<file path="config.mk">
export PLATFORM = sky130hd
export DESIGN_NAME = useq_sequencer
export DESIGN_NICKNAME = d
export VERILOG_FILES = /design/src/rtl/useq_pkg.sv /design/src/rtl/useq_rst_sync.sv /design/src/rtl/useq_store.sv /design/src/rtl/useq_next_addr.sv /design/src/rtl/useq_field_dec.sv /design/src/rtl/useq_sequencer.sv
export SDC_FILE = /design/constraint.sdc
export NUM_CORES = 1
export LEC_CHECK = 0
export BUFFER_PORTS_ARGS = -buffer_cell sky130_fd_sc_hd__buf_2
export CAP_MARGIN = 40
export CORE_MARGIN = 2
export CORE_UTILIZATION = 50
export CTS_BUF_LIST = sky130_fd_sc_hd__clkbuf_8
export CTS_CLUSTER_DIAMETER = 60
export DETAILED_ROUTE_END_ITERATION = 10
export PLACE_DENSITY = 0.74
export SKIP_LAST_GASP = 1
export SLEW_MARGIN = 20
export SYNTH_ARGS = -nofsm -noshare
export SYNTH_HDL_FRONTEND = slang
export SYNTH_SLANG_ARGS = --single-unit
</file>
<file path="constraint.sdc">
create_clock -name clk -period 1.8 [get_ports clk]
set_input_delay 0.09 -clock clk [delete_from_list [all_inputs] [get_ports clk]]
set_output_delay 0.09 -clock clk [all_outputs]
set_load 0.02 [all_outputs]
</file>
<file path="src/rtl/useq_pkg.sv">
package useq_pkg;
  parameter int ADDR_W  = 5;
  parameter int OPC_W   = 4;
  parameter int NFLAG   = 4;
  parameter int CTL_W   = 4;
  parameter int LD_W    = 3;
  parameter int OE_W    = 4;
  localparam int CND_W  = $clog2(NFLAG);
  localparam int DEPTH  = 1 << ADDR_W;
  localparam int NLD    = 1 << LD_W;
  localparam int NOE    = 1 << OE_W;

  typedef enum logic [1:0] {
    SEQ_INC = 2'b00,
    SEQ_JMP = 2'b01,
    SEQ_CND = 2'b10,
    SEQ_MAP = 2'b11
  } seq_e;

  typedef struct packed {
    seq_e              seq;
    logic [CND_W-1:0]  cnd;
    logic [CTL_W-1:0]  ctl;
    logic [LD_W-1:0]   ld;
    logic [OE_W-1:0]   oe;
    logic [ADDR_W-1:0] br;
  } uword_t;
endpackage

</file>
<file path="src/rtl/useq_rst_sync.sv">
module useq_rst_sync (
  input  logic clk,
  input  logic rst_n,
  output logic rst_sync_n
);
  logic s1_q, s2_q;

  always_ff @(posedge clk or negedge rst_n) begin
    if (!rst_n) begin
      s1_q <= 1'b0;
      s2_q <= 1'b0;
    end else begin
      s1_q <= 1'b1;
      s2_q <= s1_q;
    end
  end

  assign rst_sync_n = s2_q;
endmodule

</file>
<file path="src/rtl/useq_store.sv">
module useq_store
  import useq_pkg::*;
(
  input  logic [ADDR_W-1:0] addr,
  output uword_t            word
);
  always_comb begin
    word = '0;
    case (addr)
      5'd0:  word = '{SEQ_INC, 2'd0, 4'b0001, 3'd1, 4'd1,  5'd0};
      5'd1:  word = '{SEQ_MAP, 2'd0, 4'b0010, 3'd0, 4'd0,  5'd0};
      5'd2:  word = '{SEQ_JMP, 2'd0, 4'b0000, 3'd0, 4'd0,  5'd0};
      5'd3:  word = '{SEQ_INC, 2'd0, 4'b0100, 3'd2, 4'd2,  5'd0};
      5'd4:  word = '{SEQ_JMP, 2'd0, 4'b0000, 3'd0, 4'd3,  5'd0};
      5'd5:  word = '{SEQ_CND, 2'd0, 4'b0000, 3'd0, 4'd0,  5'd7};
      5'd6:  word = '{SEQ_JMP, 2'd0, 4'b0000, 3'd3, 4'd0,  5'd0};
      5'd7:  word = '{SEQ_JMP, 2'd0, 4'b1000, 3'd4, 4'd5,  5'd0};
      5'd8:  word = '{SEQ_CND, 2'd1, 4'b0000, 3'd0, 4'd0,  5'd10};
      5'd9:  word = '{SEQ_JMP, 2'd0, 4'b0000, 3'd0, 4'd6,  5'd0};
      5'd10: word = '{SEQ_JMP, 2'd0, 4'b0000, 3'd7, 4'd15, 5'd0};
      5'd11: word = '{SEQ_CND, 2'd2, 4'b0000, 3'd0, 4'd0,  5'd13};
      5'd12: word = '{SEQ_JMP, 2'd0, 4'b0011, 3'd0, 4'd9,  5'd0};
      5'd13: word = '{SEQ_JMP, 2'd0, 4'b0000, 3'd5, 4'd0,  5'd0};
      5'd14: word = '{SEQ_CND, 2'd3, 4'b0000, 3'd0, 4'd0,  5'd16};
      5'd15: word = '{SEQ_JMP, 2'd0, 4'b0000, 3'd0, 4'd12, 5'd0};
      5'd16: word = '{SEQ_JMP, 2'd0, 4'b0000, 3'd0, 4'd13, 5'd0};
      5'd17: word = '{SEQ_INC, 2'd0, 4'b0101, 3'd1, 4'd4,  5'd0};
      5'd18: word = '{SEQ_INC, 2'd0, 4'b1010, 3'd6, 4'd7,  5'd0};
      5'd19: word = '{SEQ_INC, 2'd0, 4'b1111, 3'd2, 4'd8,  5'd0};
      5'd20: word = '{SEQ_JMP, 2'd0, 4'b0000, 3'd0, 4'd10, 5'd0};
      5'd21: word = '{SEQ_JMP, 2'd0, 4'b0000, 3'd0, 4'd11, 5'd31};
      5'd31: word = '{SEQ_INC, 2'd0, 4'b0110, 3'd6, 4'd14, 5'd0};
      default: word = '0;
    endcase
  end
endmodule

</file>
<file path="src/rtl/useq_next_addr.sv">
module useq_next_addr
  import useq_pkg::*;
(
  input  logic [ADDR_W-1:0] upc,
  input  uword_t            cw,
  input  logic [OPC_W-1:0]  opcode,
  input  logic [NFLAG-1:0]  flags,
  output logic [ADDR_W-1:0] nxt
);
  logic [ADDR_W-1:0] inc_addr;
  logic [ADDR_W-1:0] map_addr;
  logic              cond_hit;

  assign inc_addr = upc + ADDR_W'(1);
  assign cond_hit = flags[cw.cnd];

  // opcode to routine start address
  always_comb begin
    map_addr = ADDR_W'(2);
    case (opcode)
      4'd0: map_addr = ADDR_W'(2);
      4'd1: map_addr = ADDR_W'(3);
      4'd2: map_addr = ADDR_W'(5);
      4'd3: map_addr = ADDR_W'(8);
      4'd4: map_addr = ADDR_W'(11);
      4'd5: map_addr = ADDR_W'(14);
      4'd6: map_addr = ADDR_W'(17);
      4'd7: map_addr = ADDR_W'(21);
      default: map_addr = ADDR_W'(2);
    endcase
  end

  always_comb begin
    case (cw.seq)
      SEQ_INC: nxt = inc_addr;
      SEQ_JMP: nxt = cw.br;
      SEQ_CND: nxt = cond_hit ? cw.br : inc_addr;
      default: nxt = map_addr;
    endcase
  end
endmodule

</file>
<file path="src/rtl/useq_field_dec.sv">
module useq_field_dec #(
  parameter int CODE_W = 3,
  localparam int NOUT  = 1 << CODE_W
) (
  input  logic [CODE_W-1:0] code,
  output logic [NOUT-1:0]   stb
);
  // code 0 is reserved: it raises no strobe
  assign stb[0] = 1'b0;
  for (genvar k = 1; k < NOUT; k++) begin : g_out
    assign stb[k] = (code == CODE_W'(k));
  end
endmodule

</file>
<file path="src/rtl/useq_sequencer.sv">
module useq_sequencer
  import useq_pkg::*;
(
  input  logic                clk,
  input  logic                rst_n,
  input  logic [OPC_W-1:0]    opcode_i,
  input  logic [NFLAG-1:0]    flags_i,
  output logic [ADDR_W-1:0]   upc_o,
  output logic                adv_o,
  output logic [CTL_W-1:0]    ctl_o,
  output logic [NLD-1:0]      ld_stb_o,
  output logic [NOE-1:0]      oe_stb_o
);
  logic              rst_sync_n;
  logic [ADDR_W-1:0] upc_q, upc_d, nxt_addr;
  uword_t            cw_q, cw_d, rom_word;
  logic              ph_q, ph_d;
  logic              cw_en, upc_en;

  useq_rst_sync u_rst (.clk(clk), .rst_n(rst_n), .rst_sync_n(rst_sync_n));

  useq_store u_store (.addr(upc_q), .word(rom_word));

  useq_next_addr u_nxt (
    .upc(upc_q), .cw(cw_q), .opcode(opcode_i), .flags(flags_i), .nxt(nxt_addr)
  );

  // phase 0 enables the control word load, phase 1 the counter advance
  assign cw_en  = ~ph_q;
  assign upc_en =  ph_q;

  always_comb begin
    ph_d  = ~ph_q;
    cw_d  = cw_en  ? rom_word : cw_q;
    upc_d = upc_en ? nxt_addr : upc_q;
  end

  always_ff @(posedge clk or negedge rst_sync_n) begin
    if (!rst_sync_n) begin
      ph_q  <= 1'b0;
      cw_q  <= '0;
      upc_q <= '0;
    end else begin
      ph_q  <= ph_d;
      cw_q  <= cw_d;
      upc_q <= upc_d;
    end
  end

  useq_field_dec #(.CODE_W(LD_W)) u_ld_dec (.code(cw_q.ld), .stb(ld_stb_o));
  useq_field_dec #(.CODE_W(OE_W)) u_oe_dec (.code(cw_q.oe), .stb(oe_stb_o));

  assign upc_o = upc_q;
  assign adv_o = ph_q;
  assign ctl_o = cw_q.ctl;


  phase_alt_chk: assert property (@(posedge clk) disable iff (!rst_sync_n)
    1'b1 |=> (adv_o != $past(adv_o)));

  upc_hold_chk: assert property (@(posedge clk) disable iff (!rst_sync_n)
    !adv_o |=> $stable(upc_o));

  cw_hold_chk: assert property (@(posedge clk) disable iff (!rst_sync_n)
    adv_o |=> ($stable(ctl_o) && $stable(ld_stb_o) && $stable(oe_stb_o)));

  inc_step_chk: assert property (@(posedge clk) disable iff (!rst_sync_n)
    (adv_o && cw_q.seq == SEQ_INC) |=> (upc_o == $past(upc_o) + ADDR_W'(1)));

  jmp_load_chk: assert property (@(posedge clk) disable iff (!rst_sync_n)
    (adv_o && cw_q.seq == SEQ_JMP) |=> (upc_o == $past(cw_q.br)));

  ld_onehot_chk: assert property (@(posedge clk) disable iff (!rst_sync_n)
    $onehot0(ld_stb_o) && !ld_stb_o[0]);

  oe_onehot_chk: assert property (@(posedge clk) disable iff (!rst_sync_n)
    $onehot0(oe_stb_o) && !oe_stb_o[0]);
endmodule

</file>
After elaboration in Yosys (flattened, before gate mapping)
Memories as Yosys holds them, arrays and structs flattened. A register that Yosys moved wholly into a read port is not among the register bits.
Index checks and enable logic that the tools add are counted.
- register bits after elaboration: 8
- latch bits: 0
- RAM bits: 0
- memory bits (read-only): 680
- input port bits: 10
- output and inout port bits: 34
- word-level logic and storage cells: 41
- memories: 2
- $add $sub $neg: 1
- $mul: 0
- divide/modulo/power cells: 0
- magnitude comparators: 1
- equal/unequal tests: 24
- shift operators: 0
- mux-type cells: 5
- bitwise operators: 1
- reductions and logical operators: 3
- memories (name ; words ; bits a word ; read ports ; clocked after memory_dff ; write ports ; line ; text):
    (name not given) ; 32 ; 20 ; 1 ; 1 ; 0 ; useq_store.sv:9 ; case (addr)
    (name not given) ; 8 ; 5 ; 1 ; 0 ; 0 ; useq_next_addr.sv:20 ; case (opcode)
- operators by type and width (kind ; number):
    $eq 4x4->1 const B ; 8
    $eq 4x3->1 const B ; 4
    $pmux 5 s3 ; 1
    $eq 3x3->1 const B ; 4
    $mux 5 ; 2
    $eq 4x2->1 const B ; 2
    $eq 3x2->1 const B ; 2
    $add 5x1->5 const B ; 1
    $eq 4x1->1 const B ; 1
    $eq 3x1->1 const B ; 1
    $lt 2x3->1 const B ; 1
    $bmux 1 s2 ; 1
    $eq 2x1->1 const B ; 1
    $eq 2x2->1 const B ; 1
    $logic_not 1->1 ; 2
    $logic_not 2->1 ; 1
    $mux 1 ; 1
    $not 1->1 ; 1

Logic depth before layout (Yosys ltp)
- depth in word-level cells: 4
- mapped depth: 7

Modules after synthesis
A second synthesis with hierarchy kept.
- cell total of the unflattened synthesis: 235
- area, all modules: 2499.9 um^2
- modules (own cells, without submodules) (module ; times used ; cells each ; area an instance (um^2) ; seq. area each (um^2)):
    useq_sequencer ; 1 ; 59 ; 1088.5 ; 650.6
    useq_store ; 1 ; 100 ; 689.4 ; 0.0
    useq_next_addr ; 1 ; 43 ; 332.8 ; 0.0
    useq_field_dec (u_oe_dec) ; 1 ; 21 ; 264.0 ; 0.0
    useq_field_dec (u_ld_dec) ; 1 ; 9 ; 71.3 ; 0.0
    useq_rst_sync ; 1 ; 3 ; 53.8 ; 50.0

Worst setup path after synthesis
OpenSTA, ideal clock, no wires.
- path type: reg2reg
- start: register upc_q[0] (netlist: upc_o[0])
- end: register, netlist name cw_q[5]
- library setup time: 0.125 ns
- arrival time: 1.821 ns
- data required time: 1.675 ns
- setup slack: -0.146 ns
- stages on the path, launching flop included: 8
- buffers on the path: 0
- period minus slack after synthesis: 1.946 ns
- path through: dfrtp_1 -> inv_1 -> ha_1 -> nand2b_1 -> a21oi_1 -> a31oi_1 -> o221ai_1 -> mux2_2
- RTL lines (item ; line ; text):
    start: declaration ; useq_sequencer.sv:15 ; logic [ADDR_W-1:0] upc_q, upc_d, nxt_addr;
    start signal: assignment ; useq_sequencer.sv:46 ; upc_q <= upc_d;

Worst setup path after layout
- start: register upc_q[1] (netlist: upc_o[1])
- end: register upc_q[2] (netlist: upc_o[2])
- cells in the longest elaborated chain, start to end: 3
- ends and longest elaborated chain (item ; line ; text):
    $add 5x1->5 * ; useq_next_addr.sv:14 ; assign inc_addr = upc + ADDR_W'(1);
    $mux 5 ; useq_next_addr.sv:37 ; SEQ_CND: nxt = cond_hit ? cw.br : inc_addr;
    $pmux 5 s3 * ; useq_next_addr.sv:34 ; case (cw.seq)
Mark *: on every way between the ends. The rest lies on a longest branch, timed or not.
A chain may end at the register's enable or synchronous reset.

==> metrics.cfg <==
[global_route]
grt_max_degree=23
grt_pass1_wl_um=8000
grt_use_total_pct=23.0
overflow=0
antenna_found_initial=0
grt_pass1_vias=1686

[clock_tree]
htreeDepth=1
clk-insertion-delay-late_ns=0.28
cts.sinks=27
cts_tree=yes
clockBufferDepth=2
cts-root-buf=clkbuf_8
clkTransAtPathRegs_ns=0.09
cts_buffers=3

[setup_path]
path_delay_family=adder cells
critPathKind=flop to flop
cp_cell_sequence=buf_4 > ha_1 > inv_1 > ha_1 > mux2i_1 > o221ai_1 > a2bb2oi_1
cp-end-kind=flop
worstPathMaxFanout=6
path_buf_inv=2
crit_slowest_cell=dfrtp_2
start_kind=flop
crit_required_ns=1.97
critPathMostFrequentCell=ha_1
r2r_setup_slack_ns=0.04
cp.arrival_ns=1.93
slowest_delay_ns=0.43

[route]
dr.first_iter.drc_count=155
drc=0
dr.pass1.iters=4
vias=1972
drtAntennaViolNets=0
wl_per_cell_um=14.5
viasPerCell=5.62
drt_wl_total_um=5100

[timing]
period_share_pct=97.6
fin_crit_ns=1.76
hold_violations=0
max_slew_margin_pct=53.5
rsz0062_at_grt=no
fmax_mhz=569
setup_viol=0
max_slew.worst_pin.slew_ns=0.698
slew_viol_final=0
setup_slack_ns=0.0433
skew_ns=0.00465
tns_ns=0
hold_ws_ns=0.111

[placement]
io_buffers=41
dp_hpwl_um=3880
place_ws_ns=0.0775
gp_congestion=0.916
place_area_mm2=0.00237

[synth]
postSynthCellCount=254
yosysUniqueCellTypes=49
synth_edf_count=0
avgSynthCellArea_um2=8.06
ys.flop_type=dfrtp_1
ys_async_sr_fraction_pct=100
yosys_warnings=0
ys_ff_latch=27
syn_area_mm2=0.00205
synth-seq-area-share_pct=33.0

[floorplan]
die_width_um=68.0
dieArea_mm2=0.00462
rows=23
initial_utilization_pct=51.5
die_h_um=68.0
core_mm2=0.00397
io_pins=44

[hold_path]
hold_class=primary input to async pin

[finish]
drive_above_1_share_pct=26.2
design_area_mm2=0.00244
syn_to_final_growth_pct=19.3
fillCellCount=358
num_antenna_cells=0
layout.nets=323

[power_and_ir_drop]
ir_drop_v=0.000844
powerDensity_mw_per_mm2=1610
leakage_nw=1.15
finalPower_mw=3.94

[status]
status=completed

[run]
cap_viol_max_count=0

-- worst register-to-register path, cell delays in order (launching register included) --
cell and delay, ns:
dfrtp_2 0.43, buf_4 0.17, ha_1 0.20, inv_1 0.11, ha_1 0.27, mux2i_1 0.14
o221ai_1 0.15, a2bb2oi_1 0.17
-- per-layer routing --
layer	track usage (%)	share of wire, %	vias to the layer above
met4	8.25	1.1	0
li1	-	-	987
met3	2.96	7.8	5
met1	32.5	46	899
met5	0	0	-
met2	35.8	45	81
-- where the power goes --
group	switching, mW	internal, mW
registers	0.319	0.819
logic	1.38	1.08
clock network	0.191	0.153
total	1.89	2.05
-- area by class of cell --
cell class                 instances  area (µm²)  share of cell area (%)
clock buffer                       3        41.3                    1.69
clock inverter                     1        3.75                   0.154
inverter                          10        37.5                    1.54
multi-input combinational        195        1230                    50.4
sequential                        27         678                    27.8
tap                               50        62.6                    2.56
timing repair buffer              65         388                    15.9
-- cells in the mapped netlist (2+ instances only) --
library cell   n  area (µm²)
and3b_1        2        17.5
nand3_1        3        15.0
nor3b_1        5        37.5
nand3b_1       2        15.0
mux2_2         4        45.0
and3_1         2        12.5
a21oi_1       18        90.1
a211oi_1       3        22.5
dfrtp_1       27         676
o311ai_0       4        35.0
nor2b_1        5        31.3
a22oi_1        2        15.0
buf_2          4        20.0
nand2b_1       8        50.1
inv_1          9        33.8
o211ai_1       2        15.0
o22ai_1        3        18.8
buf_4          6        45.0
o221ai_1       3        26.3
ha_1          11         138
a22o_1         2        17.5
nor2_1        21        78.8
nand2_1       34         128
clkbuf_1       9        33.8
buf_1          3        11.3
o2bb2ai_1      2        17.5
a2bb2oi_1      2        17.5
nand4_1        3        18.8
o21a_1         2        15.0
conb_1         2        7.51
nor3_1         8        40.0
a31oi_1        3        18.8
o21ai_0       19        95.1
mux2i_1        6        60.1
-- cells by family (layout without fill, tap and decap cells) --
kind of cell / Yosys count / in the layout / share of synthesized area, %
buffers and inverters: 33 / 79 / 7.76
and+or+nand+nor: 98 / 98 / 23.4
AOI/OAI and AO/OA: 71 / 71 / 22.1
muxes: 11 / 11 / 6.23
DFF: 27 / 27 / 33.0
other: 2 / 3 / 0.367
xor gates and xnor gates: 1 / 1 / 0.428
adders and majority gates: 11 / 11 / 6.72
-- state kept, by name (all words and copies together) (netlist names) --
name,flops
adv_o,1
ctl_o,4
cw_q,15
u_rst.rst_sync_n,1
u_rst.s1_q,1
upc_o,5
-- per-stage QoR --
| step | cells | util, % |
|---|---|---|
| 2_1_floorplan | 255 | - |
| 5_1_grt | 351 | 61.5 |
| 6_report | 351 | 61.5 |
| 4_1_cts | 349 | 61.1 |
| 3_3_place_gp | 344 | 59.7 |
| 3_5_place_dp | 344 | 59.7 |
-- final timing paths --
| check | start | endpoint | depth (start not counted) |
|---|---|---|---|
| max in group asynchronous | u_rst.rst_sync_n | cw_q[5] | 1 |
| worst max register to register | upc_o[1] | upc_o[2] | 7 |
| worst min-delay path | rst_n | u_rst.s1_q | 2 |
| worst min register to register | u_rst.rst_sync_n | cw_q[18] | 0 |
| min in group clk | opcode_i[2] | upc_o[4] | 3 |
| worst max-delay path | upc_o[1] | upc_o[2] | 7 |
-- cell usage in the layout, fill, tap and decap left out, types with 3 or more instances in the layout --
| cell | count |
|---|---|
| a211oi_1 | 3 |
| a21oi_1 | 18 |
| a31oi_1 | 3 |
| buf_2 | 41 |
| buf_4 | 23 |
| clkbuf_8 | 3 |
| conb_1 | 3 |
| dfrtp_1 | 25 |
| ha_1 | 10 |
| inv_1 | 10 |
| mux2_2 | 4 |
| mux2i_1 | 6 |
| nand2_1 | 34 |
| nand2b_1 | 8 |
| nand3_1 | 3 |
| nand4_1 | 3 |
| nor2_1 | 21 |
| nor2b_1 | 4 |
| nor3_1 | 8 |
| nor3b_1 | 5 |
| o21ai_0 | 19 |
| o221ai_1 | 3 |
| o22ai_1 | 3 |
| o311ai_0 | 4 |
-- what timing repair did --
| action | 4_1_cts | 5_1_grt |
|---|---|---|
| endpoints found under the setup margin | 0 | 5 |
| endpoints found under the hold margin | 2 | 0 |
| hold buffers | 1 | 0 |
| gates resized for setup | 0 | 1 |
| setup buffers | 0 | 2 |
Power figures use the tool's default switching activity.
